`src/rtl/rstseq_pkg.sv`:
```
package rstseq_pkg;

    typedef enum logic [2:0] {
        ST_PWRFAIL  = 3'd0,
        ST_OSCWAIT  = 3'd1,
        ST_HOLD     = 3'd2,
        ST_IDLE     = 3'd3,
        ST_DEBOUNCE = 3'd4,
        ST_SETTLE   = 3'd5,
        ST_WAITREL  = 3'd6,
        ST_RELHOLD  = 3'd7
    } seq_state_e;

endpackage

```
`src/rtl/rstseq_line_sync.sv`:
```
module rstseq_line_sync #(
    parameter int STAGES = 2
) (
    input  logic clk,
    input  logic arst_n,
    input  logic line_raw,
    output logic line_s,
    output logic fall,
    output logic rise
);
    typedef struct packed {
        logic [STAGES-1:0] sh;
        logic              last;
    } sync_t;

    sync_t cur_q, nxt_d;

    always_comb begin
        nxt_d      = cur_q;
        nxt_d.sh   = {cur_q.sh[STAGES-2:0], line_raw};
        nxt_d.last = cur_q.sh[STAGES-1];
    end

    always_ff @(posedge clk or negedge arst_n) begin
        if (!arst_n) cur_q <= '1;
        else         cur_q <= nxt_d;
    end

    assign line_s = cur_q.sh[STAGES-1];
    assign fall   = cur_q.last & ~line_s;
    assign rise   = ~cur_q.last & line_s;

    // a detected falling edge follows a synchronized high level
    p_fall_after_high_r4: assert property (@(posedge clk) disable iff (!arst_n)
        fall |-> $past(line_s));

endmodule

```
`src/rtl/rstseq_tick_timer.sv`:
```
module rstseq_tick_timer #(
    parameter int TICKS = 250
) (
    input  logic clk,
    input  logic arst_n,
    input  logic run,
    input  logic tick,
    output logic done
);
    localparam int CNT_W = $clog2(TICKS + 1);
    localparam logic [CNT_W-1:0] LAST = CNT_W'(TICKS - 1);

    logic [CNT_W-1:0] cnt_q, cnt_d;

    assign done = run && tick && (cnt_q == LAST);

    always_comb begin
        cnt_d = cnt_q;
        if (!run)      cnt_d = '0;
        else if (done) cnt_d = '0;
        else if (tick) cnt_d = cnt_q + 1'b1;
    end

    always_ff @(posedge clk or negedge arst_n) begin
        if (!arst_n) cnt_q <= '0;
        else         cnt_q <= cnt_d;
    end

    // the tick count never passes the hold length
    p_cnt_bound_r2: assert property (@(posedge clk) disable iff (!arst_n)
        cnt_q <= LAST);

endmodule

```
`src/rtl/reset_sequencer.sv`:
```
module reset_sequencer
    import rstseq_pkg::*;
#(
    parameter int HOLD_TICKS  = 250,
    parameter int SYNC_STAGES = 2
) (
    input  logic clk,
    input  logic arst_n,
    input  logic pwr_good,
    input  logic osc_wait_en,
    input  logic osc_ready,
    input  logic ms_tick,
    input  logic wdt_req,
    input  logic rst_line_in,
    output logic rst_line_drive,
    output logic sys_rst_n
);
    localparam int SETTLE_CYC = SYNC_STAGES + 1;
    localparam int SET_W      = $clog2(SETTLE_CYC + 1);
    localparam logic [SET_W-1:0] SET_LAST = SET_W'(SETTLE_CYC - 1);

    typedef struct packed {
        seq_state_e       state;
        logic [SET_W-1:0] settle;
    } seq_t;

    seq_t cur_q, nxt_d;

    logic line_s, line_fall, line_rise;
    logic tmr_run, tmr_done;

    rstseq_line_sync #(.STAGES(SYNC_STAGES)) u_sync (
        .clk      (clk),
        .arst_n   (arst_n),
        .line_raw (rst_line_in),
        .line_s   (line_s),
        .fall     (line_fall),
        .rise     (line_rise)
    );

    assign tmr_run = (cur_q.state == ST_HOLD) || (cur_q.state == ST_DEBOUNCE)
                  || (cur_q.state == ST_RELHOLD);

    rstseq_tick_timer #(.TICKS(HOLD_TICKS)) u_timer (
        .clk    (clk),
        .arst_n (arst_n),
        .run    (tmr_run),
        .tick   (ms_tick),
        .done   (tmr_done)
    );

    always_comb begin
        nxt_d = cur_q;
        if (!pwr_good) begin
            nxt_d.state  = ST_PWRFAIL;
            nxt_d.settle = '0;
        end else begin
            unique case (cur_q.state)
                ST_PWRFAIL:
                    nxt_d.state = (!osc_wait_en || osc_ready) ? ST_HOLD : ST_OSCWAIT;
                ST_OSCWAIT:
                    if (osc_ready) nxt_d.state = ST_HOLD;
                ST_HOLD, ST_RELHOLD:
                    if (tmr_done) nxt_d.state = ST_IDLE;
                ST_IDLE:
                    if (line_fall)    nxt_d.state = ST_DEBOUNCE;
                    else if (wdt_req) nxt_d.state = ST_HOLD;
                ST_DEBOUNCE:
                    if (tmr_done) begin
                        nxt_d.state  = ST_SETTLE;
                        nxt_d.settle = '0;
                    end
                ST_SETTLE:
                    if (cur_q.settle == SET_LAST)
                        nxt_d.state = line_s ? ST_IDLE : ST_WAITREL;
                    else
                        nxt_d.settle = cur_q.settle + 1'b1;
                ST_WAITREL:
                    if (line_rise) nxt_d.state = ST_RELHOLD;
                default:
                    nxt_d.state = ST_PWRFAIL;
            endcase
        end
    end

    always_ff @(posedge clk or negedge arst_n) begin
        if (!arst_n) begin
            cur_q.state  <= ST_PWRFAIL;
            cur_q.settle <= '0;
        end else begin
            cur_q <= nxt_d;
        end
    end

    assign sys_rst_n      = (cur_q.state == ST_IDLE);
    assign rst_line_drive = (cur_q.state == ST_PWRFAIL) || (cur_q.state == ST_OSCWAIT)
                         || tmr_run;

    // low supply forces reset and drive on the next cycle
    p_pwrfail_drive_r1: assert property (@(posedge clk) disable iff (!arst_n)
        !pwr_good |=> (!sys_rst_n && rst_line_drive));

    // reset is released only with the supply good
    p_release_good_r2: assert property (@(posedge clk) disable iff (!arst_n)
        $rose(sys_rst_n) |-> $past(pwr_good));

    // no progress while the oscillator is not ready
    p_osc_gate_r3: assert property (@(posedge clk) disable iff (!arst_n)
        (cur_q.state == ST_OSCWAIT && !osc_ready) |=> !sys_rst_n);

    // an idle falling edge starts the debounce drive
    p_debounce_start_r4: assert property (@(posedge clk) disable iff (!arst_n)
        (cur_q.state == ST_IDLE && pwr_good && line_fall) |=> rst_line_drive);

    // release in the wait starts the second drive
    p_release_drive_r7: assert property (@(posedge clk) disable iff (!arst_n)
        (cur_q.state == ST_WAITREL && pwr_good && line_rise) |=> rst_line_drive);

    // watchdog request in idle starts a pulse
    p_wdt_start_r9: assert property (@(posedge clk) disable iff (!arst_n)
        (cur_q.state == ST_IDLE && pwr_good && wdt_req) |=> rst_line_drive);

    // the line is never driven while reset is released
    p_drive_in_reset_r11: assert property (@(posedge clk) disable iff (!arst_n)
        rst_line_drive |-> !sys_rst_n);

endmodule

```
`config.mk`:
```
export PLATFORM = sky130hd
export DESIGN_NAME = reset_sequencer
export DESIGN_NICKNAME = d
export VERILOG_FILES = /design/src/rtl/rstseq_pkg.sv /design/src/rtl/rstseq_line_sync.sv /design/src/rtl/rstseq_tick_timer.sv /design/src/rtl/reset_sequencer.sv
export SDC_FILE = /design/constraint.sdc
export NUM_CORES = 1
export LEC_CHECK = 0
export ABC_AREA = 1
export CAP_MARGIN = 15
export CORE_MARGIN = 5
export CORE_UTILIZATION = 50
export DETAILED_ROUTE_END_ITERATION = 8
export GPL_TIMING_DRIVEN = 0
export HOLD_SLACK_MARGIN = 0.12
export PLACE_DENSITY = 0.79
export SETUP_SLACK_MARGIN = 0.3
export SYNTH_ARGS = -nofsm -noshare
export SYNTH_HDL_FRONTEND = slang
export SYNTH_SLANG_ARGS = --single-unit
```
`constraint.sdc`:
```
create_clock -name clk -period 1.6 [get_ports clk]
set_input_delay 0.4 -clock clk [delete_from_list [all_inputs] [get_ports clk]]
set_output_delay 0.4 -clock clk [all_outputs]
set_load 0.05 [all_outputs]
```
==> flow_summary.json <==
{
  "grt_antenna_before_repair": 0,
  "holdCritStartpoint": "u_sync.cur_q[1]$_DFF_PN1_",
  "worstSetupPathType": "reg2out",
  "dpl.hpwl_um": 1480,
  "antenna_cells": 0,
  "place_congestion": 0.851,
  "rrSetupSlack_ps": -190,
  "p_sw_share_pct": 42.4,
  "power_density_nw_per_um2": 1180,
  "wl_per_cell_um": 17.6,
  "r2r_start": "cur_q[3]$_DFFE_PN0P_",
  "synth_mux_area_share_pct": 0,
  "yosys.area_share.simple_pct": 32.4,
  "grt.overflow.total": 0,
  "slew_violations": 0,
  "fp.coreArea_sq_um": 1920,
  "start_util_pct": 51.8,
  "netlist.area_leader.share_pct": 32.7,
  "period_minus_slack_ps": 1890,
  "fin_area_sq_um": 1530,
  "cts.sink_count": 16,
  "yosys-top-cells-count": "nand2_1, inv_1, nand3_1",
  "synthArstFlopShare_pct": 100,
  "ant_nets": 0,
  "utilization_pct": 79.8,
  "finalClockSkew_ps": 0.970,
  "yosysTopAreaCell": "dfrtp_1",
  "synth_enable_flop_cells": 0,
  "cts_buffer_depth": 2,
  "synth.most_common_cell": "nand2_1",
  "netSwitchingPower_uw": 767,
  "n_fill_cell": 108,
  "fmax_ghz": 0.530,
  "place_ws_ps": -633,
  "seq_area_frac_synth_pct": 40.6,
  "rr_worst_depth": 15,
  "slew-limit-headroom_pct": 50.6,
  "r2r_end": "cur_q[2]$_DFFE_PN0P_",
  "grt_max_degree": 17,
  "cp_data_arrival_time_ps": 1490,
  "vias": 1096,
  "hold_viol": 0,
  "clk_pin_slew_worst_paths_ps": 100,
  "p_comb_share_pct": 56.3,
  "synthTopCellsByArea": "dfrtp_1, nand2_1, dfstp_2, nand3_1, inv_1",
  "clk_latency_ps": 290,
  "p_clk_share_pct": 15.4,
  "fin_crit_sh_pct": 118,
  "hold_path_depth": 0,
  "rows": 16,
  "synth_area_per_cell_sq_um": 7.60,
  "nNetsFinal": 176,
  "cp-start-kind": "register",
  "grt_pass1_vias": 1009,
  "yosys_warnings": 0,
  "p_leak_nw": 0.697,
  "min_path_type": "reg2reg",
  "synthAdderAreaFrac_pct": 3.77,
  "die_y_um": 54.6,
  "die_width_um": 54.6,
  "drt_iter0_markers": 20,
  "synthXorXnorAreaFrac_pct": 4.40,
  "area_growth_pct": 53.9,
  "placed_cell_area_sq_um": 1130,
  "violations": "negative setup slack",
  "cap_violations": 0,
  "num_io_pins": 10,
  "setup_slack_ps": -288,
  "multi_input_area_sq_um": 682,
  "root_buffer": "clkbuf_4",
  "synth_compound_area_share_pct": 9.05,
  "place_inst": 167,
  "cp-end-kind": "output port",
  "layoutNonFillerInstCount": 191,
  "routed_via_density": 5.74,
  "worstHoldEndpoint": "u_sync.line_s$_DFF_PN1_",
  "routed_wl_um": 3360,
  "regArea_sq_um": 408,
  "synth_top_family_by_area": "simple AND/OR/NAND/NOR gates",
  "ir_worst_vdd_v": 0.000763,
  "synth_flop_cell": "dfrtp_1",
  "layout-drive-gt1-share_pct": 50.6,
  "route.detailed.drc": 0,
  "dieArea_sq_um": 2980,
  "syn-num-nets": 142,
  "cts-htree-levels": 1,
  "cts_hold_buf": 0,
  "firstDrtPassIters": 4,
  "p_int_mw": 1.04,
  "outcome": "finished, violations left",
  "cts_tree": "done",
  "grt_pass1_wl_um": 4500,
  "tightest_slew_ps": 739,
  "required_ps": 1200,
  "syn_inst": 131,
  "seqPwrFrac_pct": 28.3,
  "numCtsBuffers": 3,
  "syn_area_sq_um": 996,
  "rsz0062_at_grt": "true",
  "critPathMaxFanout": 5,
  "synth_seq_cells": 16,
  "synth_cell_types": 26,
  "setup_viol": 7,
  "portBuffers": 9,
  "grtUsageTotal_pct": 21.2
}
## cell type report
class                   count  share of cell area [%]
inverters                  23                    6.04
plain buffers               1                   0.735
well taps                  27                    2.20
flip-flops and latches     16                    26.6
repair buffers             29                    17.6
multi-input cells          91                    44.5
clock buffers               4                    2.37
## how the worst max path moves through the flow
| stage | startpoint | to | slack [ps] | cells after the start |
|---|---|---|---|---|
| floorplan | cur_q[3]$_DFFE_PN0P_ | rst_line_drive | 130 | 5 |
| global placement | cur_q[3]$_DFFE_PN0P_ | rst_line_drive | -600 | 6 |
| detailed placement | cur_q[3]$_DFFE_PN0P_ | rst_line_drive | -630 | 6 |
| CTS | cur_q[3]$_DFFE_PN0P_ | rst_line_drive | -230 | 7 |
| global route | cur_q[3]$_DFFE_PN0P_ | rst_line_drive | -320 | 7 |
| finish | cur_q[3]$_DFFE_PN0P_ | rst_line_drive | -290 | 7 |
## cells by family (layout without fill, tap and decap cells)
| family | count (synthesis) | count (layout) |
|---|---|---|
| AOI/OAI and AO/OA | 16 | 16 |
| xor gates and xnor gates | 5 | 5 |
| adders and majority gates | 3 | 3 |
| buffers and inverters | 24 | 57 |
| DFF | 16 | 16 |
| and+or+nand+nor | 67 | 67 |
## layout by cell type (no fill, tap or decap), types with 4 or more instances in the layout
master | netlist | final
dfrtp_1 | 13 | 10
nand3_1 | 14 | 9
nand2_4 | 1 | 4
clkdlybuf4s50_1 | 0 | 7
nand2_2 | 1 | 9
nand2_1 | 28 | 17
inv_1 | 17 | 14
xor2_1 | 4 | 4
inv_2 | 5 | 6
buf_6 | 1 | 6
nor2_1 | 13 | 9
o22ai_2 | 0 | 4
buf_4 | 0 | 15
nand3_2 | 1 | 5
## through the flow
stage	total power, mW	hold slack, ps	setup TNS, ps
finish	1.81	369	-1270
floorplan	0.894	104	0
CTS	1.61	363	-565
detailed placement	1.02	349	-1120
global route	1.89	373	-1860
global placement	1.00	346	-1040
## power groups by stage
stage	sequential [mW]	clock [mW]	combinational, mW
6_report	0.513	0.278	1.02
3_5_place_dp	0.499	0	0.525
5_1_grt	0.515	0.296	1.08
2_1_floorplan	0.489	0	0.404
3_3_place_gp	0.496	0	0.509
4_1_cts	0.493	0.276	0.841
## layer usage
metal / GRT usage (%) / up-vias / part of all wire (%)
li1: - / 491 / -
met1: 25.7 / 551 / 43
met2: 36.2 / 40 / 50
met3: 3.81 / 14 / 5.0
met4: 9.13 / 0 / 2.8
met5: 0 / - / 0
## critical path: stages, from the launching register on
cell	delay [ps]
dfrtp_1	400
buf_6	140
nand2_2	60
nand2_2	60
nand2_2	90
nand2_4	50
or2_4	230
buf_8	150
## repair_timing
item | CTS | global route
setup endpoints to repair | 12 | 15
setup buffers | 15 | 5
pin swaps | 11 | 7
cloned | 0 | 0
gates resized for setup | 51 | 19
## flip-flops by register name, summed over array words and instances (netlist names)
signal         count
u_sync.cur_q       2
u_sync.line_s      1
u_timer.cnt_q      8
cur_q              5
Power figures use the tool's default switching activity.
